## src/rtl/irq_route_pkg.sv

```systemverilog
package irq_route_pkg;
  typedef struct packed {
    logic grantLoad;
    logic finishClr;
    logic handoff;
  } ctrlStrobe_t;

  typedef enum logic {
    ST_IDLE = 1'b0,
    ST_BUSY = 1'b1
  } routeState_t;
endpackage

```

## src/rtl/irq_route_ctrl.sv

```systemverilog
module irq_route_ctrl
  import irq_route_pkg::*;
(
  input  logic        clk,
  input  logic        rst,
  input  logic        anyCand,
  input  logic        dtcDone,
  input  logic        dtcZeroCount,
  input  logic        dtcIntSel,
  output logic        busy,
  output ctrlStrobe_t strobe
);
  routeState_t state, stateNext;

  always_comb begin
    stateNext = state;
    strobe    = '0;
    case (state)
      ST_IDLE: if (anyCand) begin
        strobe.grantLoad = 1'b1;
        stateNext = ST_BUSY;
      end
      ST_BUSY: if (dtcDone) begin
        strobe.handoff   = dtcZeroCount | dtcIntSel;
        strobe.finishClr = ~(dtcZeroCount | dtcIntSel);
        stateNext = ST_IDLE;
      end
      default: stateNext = ST_IDLE;
    endcase
  end

  always_ff @(posedge clk) begin
    if (rst) state <= ST_IDLE;
    else     state <= stateNext;
  end

  assign busy = (state == ST_BUSY);

  // once a grant is loaded, the block reports busy on the following cycle
  a_r5_grant_busy: assert property (@(posedge clk) disable iff (rst)
    strobe.grantLoad |=> busy);

  // a completion always returns the router to idle
  a_r8_done_idle: assert property (@(posedge clk) disable iff (rst)
    (busy && dtcDone) |=> !busy);
endmodule

```

## src/rtl/irq_route_dp.sv

```systemverilog
module irq_route_dp
  import irq_route_pkg::*;
#(
  parameter int NUM_SRC = 16,
  parameter int NUM_CH  = 2,
  localparam int SELW   = $clog2(NUM_SRC)
) (
  input  logic               clk,
  input  logic               rst,
  input  logic [NUM_SRC-1:0] srcReq,
  input  logic [NUM_SRC-1:0] cpuClr,
  input  logic               cfgWrEn,
  input  logic [NUM_SRC-1:0] cfgWrData,
  input  logic [NUM_CH-1:0]  chWrEn,
  input  logic [SELW-1:0]    chWrSel,
  input  logic               chWrClaim,
  input  ctrlStrobe_t        strobe,
  input  logic               busy,
  output logic               anyCand,
  output logic [NUM_CH-1:0]  dmaReq,
  output logic [NUM_SRC-1:0] dtcActVec,
  output logic [NUM_SRC-1:0] cpuIrq,
  output logic [NUM_SRC-1:0] srcClr
);
  logic [NUM_SRC-1:0] dtcEn;
  logic [SELW-1:0]    chSel [NUM_CH];
  logic [NUM_CH-1:0]  chClaim;
  logic [NUM_SRC-1:0] claimedVec;
  logic [NUM_SRC-1:0] dtcCand;
  logic [NUM_SRC-1:0] pickVec;
  logic [NUM_SRC-1:0] grantQ;
  logic [NUM_SRC-1:0] handoffVec;
  logic [NUM_SRC-1:0] cpuSet;

  // Channel configuration and DMA activation, one slice per channel
  for (genvar c = 0; c < NUM_CH; c++) begin : g_chan
    always_ff @(posedge clk) begin
      if (rst) begin
        chSel[c]   <= '0;
        chClaim[c] <= 1'b0;
      end else if (chWrEn[c]) begin
        chSel[c]   <= chWrSel;
        chClaim[c] <= chWrClaim;
      end
    end
    assign dmaReq[c] = chClaim[c] & srcReq[chSel[c]];
  end

  always_comb begin
    claimedVec = '0;
    for (int c = 0; c < NUM_CH; c++)
      if (chClaim[c]) claimedVec[chSel[c]] = 1'b1;
  end

  // A source whose clear pulse is in flight is not re-arbitrated
  assign dtcCand = srcReq & dtcEn & ~claimedVec & ~srcClr;
  assign anyCand = |dtcCand;

  // Fixed priority: the lowest index is written last and wins
  always_comb begin
    pickVec = '0;
    for (int i = NUM_SRC - 1; i >= 0; i--)
      if (dtcCand[i]) begin
        pickVec    = '0;
        pickVec[i] = 1'b1;
      end
  end

  assign handoffVec = strobe.handoff ? grantQ : '0;
  assign cpuSet     = (srcReq & ~dtcEn & ~claimedVec) | handoffVec;

  always_ff @(posedge clk) begin
    if (rst) begin
      dtcEn  <= '0;
      grantQ <= '0;
      cpuIrq <= '0;
      srcClr <= '0;
    end else begin
      dtcEn  <= (cfgWrEn ? cfgWrData : dtcEn) & ~handoffVec;
      if (strobe.grantLoad) grantQ <= pickVec;
      cpuIrq <= (cpuIrq & ~cpuClr) | cpuSet;
      srcClr <= strobe.finishClr ? grantQ : '0;
    end
  end

  assign dtcActVec = busy ? grantQ : '0;

  // the grant has no candidate of lower index than itself
  a_r6_lowest_first: assert property (@(posedge clk) disable iff (rst)
    strobe.grantLoad |=> (($past(dtcCand) & (grantQ - 1'b1)) == '0));

  // the activation is one-hot and held until completion
  a_r5_onehot: assert property (@(posedge clk) disable iff (rst)
    busy |-> ($countones(dtcActVec) == 1));
  a_r5_hold: assert property (@(posedge clk) disable iff (rst)
    (busy && !strobe.handoff && !strobe.finishClr) |=> (busy && $stable(dtcActVec)));

  // a claimed source never gets a new CPU request
  a_r3_claim_no_cpu: assert property (@(posedge clk) disable iff (rst)
    1'b1 |=> ((cpuIrq & ~$past(cpuIrq) & $past(claimedVec)) == '0));

  // a hand-off raises the CPU request and drops the enable bit
  a_r7_handoff: assert property (@(posedge clk) disable iff (rst)
    strobe.handoff |=> (((cpuIrq & $past(grantQ)) != '0) && ((dtcEn & $past(grantQ)) == '0)));

  // the clear pulse is one-hot and lasts a single cycle
  a_r8_clr_pulse: assert property (@(posedge clk) disable iff (rst)
    (srcClr != '0) |-> (($countones(srcClr) == 1) ##1 (srcClr == '0)));

  // no CPU request rises for the source being transferred
  a_r9_dtc_first: assert property (@(posedge clk) disable iff (rst)
    (busy && !strobe.handoff) |=> ((cpuIrq & ~$past(cpuIrq) & $past(grantQ)) == '0));
endmodule

```

## src/rtl/irq_route_top.sv

```systemverilog
module irq_route_top
  import irq_route_pkg::*;
#(
  parameter int NUM_SRC = 16,
  parameter int NUM_CH  = 2,
  localparam int SELW   = $clog2(NUM_SRC)
) (
  input  logic               clk,
  input  logic               rst,
  input  logic [NUM_SRC-1:0] srcReq,
  input  logic               cfgWrEn,
  input  logic [NUM_SRC-1:0] cfgWrData,
  input  logic [NUM_CH-1:0]  chWrEn,
  input  logic [SELW-1:0]    chWrSel,
  input  logic               chWrClaim,
  input  logic               dtcDone,
  input  logic               dtcZeroCount,
  input  logic               dtcIntSel,
  input  logic [NUM_SRC-1:0] cpuClr,
  output logic [NUM_CH-1:0]  dmaReq,
  output logic               dtcActValid,
  output logic [NUM_SRC-1:0] dtcActVec,
  output logic [NUM_SRC-1:0] cpuIrq,
  output logic [NUM_SRC-1:0] srcClr
);
  ctrlStrobe_t strobe;
  logic        busy;
  logic        anyCand;

  irq_route_ctrl u_ctrl (
    .clk          (clk),
    .rst          (rst),
    .anyCand      (anyCand),
    .dtcDone      (dtcDone),
    .dtcZeroCount (dtcZeroCount),
    .dtcIntSel    (dtcIntSel),
    .busy         (busy),
    .strobe       (strobe)
  );

  irq_route_dp #(.NUM_SRC(NUM_SRC), .NUM_CH(NUM_CH)) u_dp (
    .clk       (clk),
    .rst       (rst),
    .srcReq    (srcReq),
    .cpuClr    (cpuClr),
    .cfgWrEn   (cfgWrEn),
    .cfgWrData (cfgWrData),
    .chWrEn    (chWrEn),
    .chWrSel   (chWrSel),
    .chWrClaim (chWrClaim),
    .strobe    (strobe),
    .busy      (busy),
    .anyCand   (anyCand),
    .dmaReq    (dmaReq),
    .dtcActVec (dtcActVec),
    .cpuIrq    (cpuIrq),
    .srcClr    (srcClr)
  );

  assign dtcActValid = busy;

  // outputs are quiet in the cycle after reset
  a_r1_reset_quiet: assert property (@(posedge clk)
    rst |=> (!dtcActValid && (cpuIrq == '0) && (srcClr == '0) && (dmaReq == '0)));
endmodule

```

## config.mk

```make
export PLATFORM = sky130hd
export DESIGN_NAME = irq_route_top
export DESIGN_NICKNAME = d
export VERILOG_FILES = /design/src/rtl/irq_route_pkg.sv /design/src/rtl/irq_route_ctrl.sv /design/src/rtl/irq_route_dp.sv /design/src/rtl/irq_route_top.sv
export SDC_FILE = /design/constraint.sdc
export NUM_CORES = 1
export LEC_CHECK = 0
export BUFFER_PORTS_ARGS = -buffer_cell sky130_fd_sc_hd__buf_4
export CORE_UTILIZATION = 45
export DETAILED_ROUTE_END_ITERATION = 7
export HOLD_SLACK_MARGIN = 0.02
export PLACE_DENSITY = 0.8
export SLEW_MARGIN = 20
export SYNTH_ARGS = -nofsm -noshare
export SYNTH_HDL_FRONTEND = slang
export SYNTH_HIERARCHICAL = 1
export SYNTH_SLANG_ARGS = --single-unit
```

## constraint.sdc

```tcl
create_clock -name clk -period 3.2 [get_ports clk]
set_clock_uncertainty 0.15 [all_clocks]
set_input_delay 0 -clock clk [delete_from_list [all_inputs] [get_ports clk]]
set_output_delay 0 -clock clk [all_outputs]
set_load 0.02 [all_outputs]
```

### After elaboration in Yosys (flattened, before gate mapping)

Memory sizes are Yosys's and may differ from the RTL's.
Index checks and enable logic that the tools add are counted.

| cells by class | value |
|---|---|
| reductions and logical operators | 4 |
| bitwise logic cells | 23 |
| multiplexer cells | 45 |
| order comparisons | 4 |

Operators by type and width:

| kind | count |
|---|---|
| $mux W16 | 21 |
| $and A16 B16 Y16 | 7 |
| $not A16 Y16 | 5 |
| $or A16 B16 Y16 | 3 |
| $reduce_or A16 Y1 | 1 |
| $mux W1 | 15 |
| $lt A4 B5 Y1 const B | 2 |
| $bmux W1 S4 | 2 |
| $demux W1 S4 | 2 |
| $ge A4 B1 Y1 const B | 2 |
| $mux W4 | 2 |
| $mux W2 | 2 |
| $not A1 Y1 | 3 |
| $or A1 B1 Y1 | 3 |
| $and A1 B1 Y1 | 2 |
| $logic_and A1 B1 Y1 | 2 |
| $pmux W1 S2 | 1 |
| $reduce_or A2 Y1 | 1 |

| word-level totals | value |
|---|---|
| register bits | 67 |
| logic and storage cells | 84 |
| bits of input ports | 61 |
| bits in writable memories | 8 |
| memories | 1 |
| output and inout port bits | 51 |

Memory list:

| memory | words | bits a word | read ports | clocked after Yosys merged registers in | write ports | line | RTL |
|---|---|---|---|---|---|---|---|
| u_dp.chSel | 2 | 4 | 2 | 0 | 2 | irq_route_dp.sv:26 | `logic [SELW-1:0] chSel [NUM_CH];` |

### Depth between registers and ports, before layout

| logic depth | value |
|---|---|
| depth after elaboration | 26 |
| mapped depth | 13 |
| depth with buffers taken out | 11 |

### Modules after synthesis

The synthesis kept the hierarchy.

By module, submodules not included:

| module | area each (um2) | cells an instance | seq. area each (um2) | instances |
|---|---|---|---|---|
| irq_route_dp | 3783.6 | 391 | 1561.5 | 1 |
| irq_route_ctrl | 58.8 | 8 | 20.0 | 1 |

### Least setup slack after synthesis

Ideal clock, no wire load.

| path | value |
|---|---|
| kind | reg-to-reg |
| from | memory u_dp/chSel[0][0] (netlist bit) |
| to | register u_dp.grantQ[11] |
| buffers on the path | 1 |
| clock period less this slack | 3082 ps |
| required time | 2991 ps |
| arrival | 2873 ps |
| stages on the path, launching flop included | 13 |
| setup slack | 118 ps |
| setup time | 59 ps |
| cell sequence | edfxtp_1 -> buf_6 -> nand2b_1 -> o41ai_2 -> nor4b_1 -> nor4b_2 -> nand3_1 -> or3b_1 -> nor2b_1 -> inv_1 -> or3_1 -> nor4b_1 -> a22o_1 |

RTL lines:

| element | line | RTL |
|---|---|---|
| start: declaration | irq_route_dp.sv:26 |  |
| end signal: assignment | irq_route_dp.sv:80 | `if (strobe.grantLoad) grantQ <= pickVec;` |
| end: declaration | irq_route_dp.sv:31 | `logic [NUM_SRC-1:0] grantQ;` |

==> flow_metrics.py <==
metrics = {
    "run_status": {
        "status": "completed",
    },
    "critical_path": {
        "cp_slowest_stage_delay_ns": 0.56,
        "cp_cell_sequence": "nor3b_2, nand3_1, o311ai_4, nor3b_1, or4_4, or3b_1, nor2b_4, inv_2, buf_6, nor3_4, a32oi_1, nor2_1",
        "end_kind": "flop",
        "cp-startpoint": "u_dp/chSel[1][0]$_SDFFCE_PN0P_",
        "slowest_stage": "or4_4",
        "crit_fanout": 6,
        "worst_ep_required_time_ns": 3.26,
        "worstSetupPathType": "reg2reg",
        "r2r-start": "u_dp/chSel[1][0]$_SDFFCE_PN0P_",
        "critPathLaunchType": "flop",
        "arrival_ns": 3.22,
    },
    "cells_and_area": {
        "syn2layout_area_growth_pct": 60.4,
        "fillCellCount": 574,
        "nets": 681,
        "fin_area_mm2": 0.00616,
        "final_layout_size_suffix_gt1_share_pct": 37.7,
        "diodes": 0,
    },
    "synthesis": {
        "ys_ff_latch": 75,
        "synth-async-reset-ratio_pct": 0,
        "yosys_warnings": 6,
        "synth_common_cells": "67 x dfxtp_1, 44 x and2_1, 32 x nor2_1",
        "syn-num-nets": 460,
        "synth_cell_types": 60,
        "synth-main-ff-cell": "dfxtp_1",
        "yosysSeqAreaShare_pct": 41.2,
        "syn_area_mm2": 0.00384,
        "postSynthAreaPerCell_um2": 9.63,
        "synth_area_leaders": "dfxtp_1 35%, and2_1 7.2%, edfxtp_1 6.3%",
        "synth_top_area_share_pct": 34.9,
        "synth_edf_count": 8,
        "yosysTopAreaCell": "dfxtp_1",
        "syn_inst": 399,
        "synth.most_common_cell": "dfxtp_1",
    },
    "sta": {
        "fmax_mhz": 316,
        "slew_viol_final": 0,
        "period_share_pct": 98.9,
        "final-setup-viol-count": 0,
        "fin_crit_ns": 3.16,
        "rsz0062_at_grt": "yes",
        "worst_pin_slew_ns": 0.615,
        "slew_headroom_pct": 59.0,
        "hold_viol_final": 0,
    },
    "flow_run": {
        "cap_violations": 0,
    },
    "power": {
        "powerDensity_mw_per_mm2": 409,
        "total_leakage_power_nw": 2.70,
        "total_power_mw": 2.52,
        "irDropWorstVdd_mv": 0.284,
    },
    "clocking": {
        "cts_made_buffers": 9,
        "clockRootBuffer": "clkbuf_8",
        "clkSinkCount": 75,
        "cts.htree.levels": 3,
        "clk_pin_slew_ns": 0.08,
        "cts_buffer_depth": 2,
        "cts_tree": "done",
        "clock_latency_ns": 0.35,
    },
    "floorplan": {
        "initial_core_util_pct": 46.5,
        "chipWidth_um": 94.4,
        "die-area_mm2": 0.00891,
        "core_mm2": 0.00826,
        "die_h_um": 94.4,
        "io-pin-count": 112,
        "rows": 33,
    },
    "min_path": {
        "min-delay-start": "cfgWrEn",
        "hold_class": "in2reg",
    },
    "drt": {
        "totalWireLength_um": 13900,
        "wl_met1_um": 5600,
        "vias": 4210,
        "first_pass_iters": 5,
        "wl_met3_um": 896,
        "initialDrtViolationCount": 218,
        "via_per_inst": 5.78,
        "topRoutingLayerUsed": "met4",
        "antenna_left": 0,
        "drc": 0,
        "wl_per_cell_um": 19.0,
        "dr_wl_met2_um": 6870,
    },
    "global_routing": {
        "grt_pass1_wl_um": 20500,
        "overflow": 0,
        "grt.total_usage_pct": 30.5,
        "grt_pass1_vias": 4131,
        "grt_max_degree": 56,
        "antenna_found_initial": 0,
    },
    "placement": {
        "gp_congestion": 0.885,
        "hpwl_um": 8850,
        "port_buffers": 111,
        "place_area_mm2": 0.00500,
    },
}
==> path summary, 6_finish.rpt <==
kind                                        to  slack [ns]  cells past startpoint
hold / removal       u_dp/dtcEn[11]$_SDFF_PP0_        0.04                      3
setup / recovery   u_dp/grantQ[5]$_SDFFE_PP0P_        0.04                     12
hold reg to reg   u_dp/grantQ[13]$_SDFFE_PP0P_        0.35                      2
setup reg to reg   u_dp/grantQ[5]$_SDFFE_PP0P_        0.04                     12
==> critical path: cells and delay by family, from the launching register on <==
family	cells	cell delay, ns
DFF	1	0.49
and+or+nand+nor	8	1.83
AOI/OAI and AO/OA	2	0.35
buffers and inverters	2	0.20
==> flip-flops by register name, indices dropped and copies added, names as in the netlist <==
| name | count |
|---|---|
| u_dp/grantQ | 16 |
| u_dp/dtcEn | 16 |
| u_dp/chClaim | 2 |
| u_dp/srcClr | 16 |
| u_dp/cpuIrq | 16 |
| u_dp/chSel | 8 |
| u_ctrl/busy | 1 |
==> power by group <==
part | switching [mW] | total [mW] | internal [mW]
registers | 0.0425 | 1.04 | 0.994
clock network | 0.346 | 0.858 | 0.513
logic | 0.289 | 0.627 | 0.339
total | 0.677 | 2.52 | 1.85
==> stage by stage <==
step                hold WS, ns  cells  setup slack [ns]  TNS (ns)  util, %
floorplan              -0.00280    399             0.118         0        -
global placement          0.108    633            -0.175     -1.72     60.5
detailed placement        0.122    633            -0.197     -1.65     60.5
CTS                      0.0217    714            0.0204         0     71.6
global route             0.0557    729           -0.0863    -0.420     74.6
finish                   0.0414    729            0.0351         0     74.6
==> metal layers <==
metal	vias up	global-route usage, %
met2	225	51.9
li1	1911	-
met5	-	0
met4	0	13.5
met1	2018	36.7
met3	56	6.76
==> kinds of logic after synthesis <==
family / count (synthesis) / synth area share [%]
AND/OR/NAND/NOR: 186 / 29.6
flip-flops: 75 / 41.2
AO/OA/AOI/OAI: 64 / 13.1
buffers and inverters: 45 / 5.31
multiplexers: 29 / 10.9
==> cell type report <==
class | count | area, µm² | area share [%]
Clock inverter | 5 | 103 | 1.66
Multi-Input combinational cell | 279 | 2210 | 35.9
Sequential cell | 75 | 1580 | 25.7
Inverter | 21 | 78.8 | 1.28
Clock buffer | 10 | 128 | 2.07
Tap cell | 105 | 131 | 2.13
Timing Repair Buffer | 234 | 1930 | 31.3
==> placed cells by master (no fill, tap or decap), drive strengths merged, types with 4 or more instances in the layout <==
master / count
a211oi: 16
a21oi: 9
a221oi: 12
a22oi: 5
a32oi: 4
and2: 44
buf: 170
clkbuf: 10
dfxtp: 67
dlygate4sd3: 64
edfxtp: 8
inv: 21
mux2i: 19
mux4: 10
nand2: 17
nand2b: 4
nand3: 12
nand3b: 4
nand4: 7
nand4b: 4
nor2: 32
nor2b: 9
nor3: 9
nor3b: 10
nor4: 4
nor4b: 8
or3b: 4
==> timing repair <==
item / CTS / global route
endpoints found under the setup margin: 13 / 13
buffers inserted: 2 / 15
gates resized for setup: 4 / 32
pin swaps: 1 / 14
hold buffers: 64 / 0
endpoints found under the hold margin: 61 / 0
(Power assumes the default switching activity.)
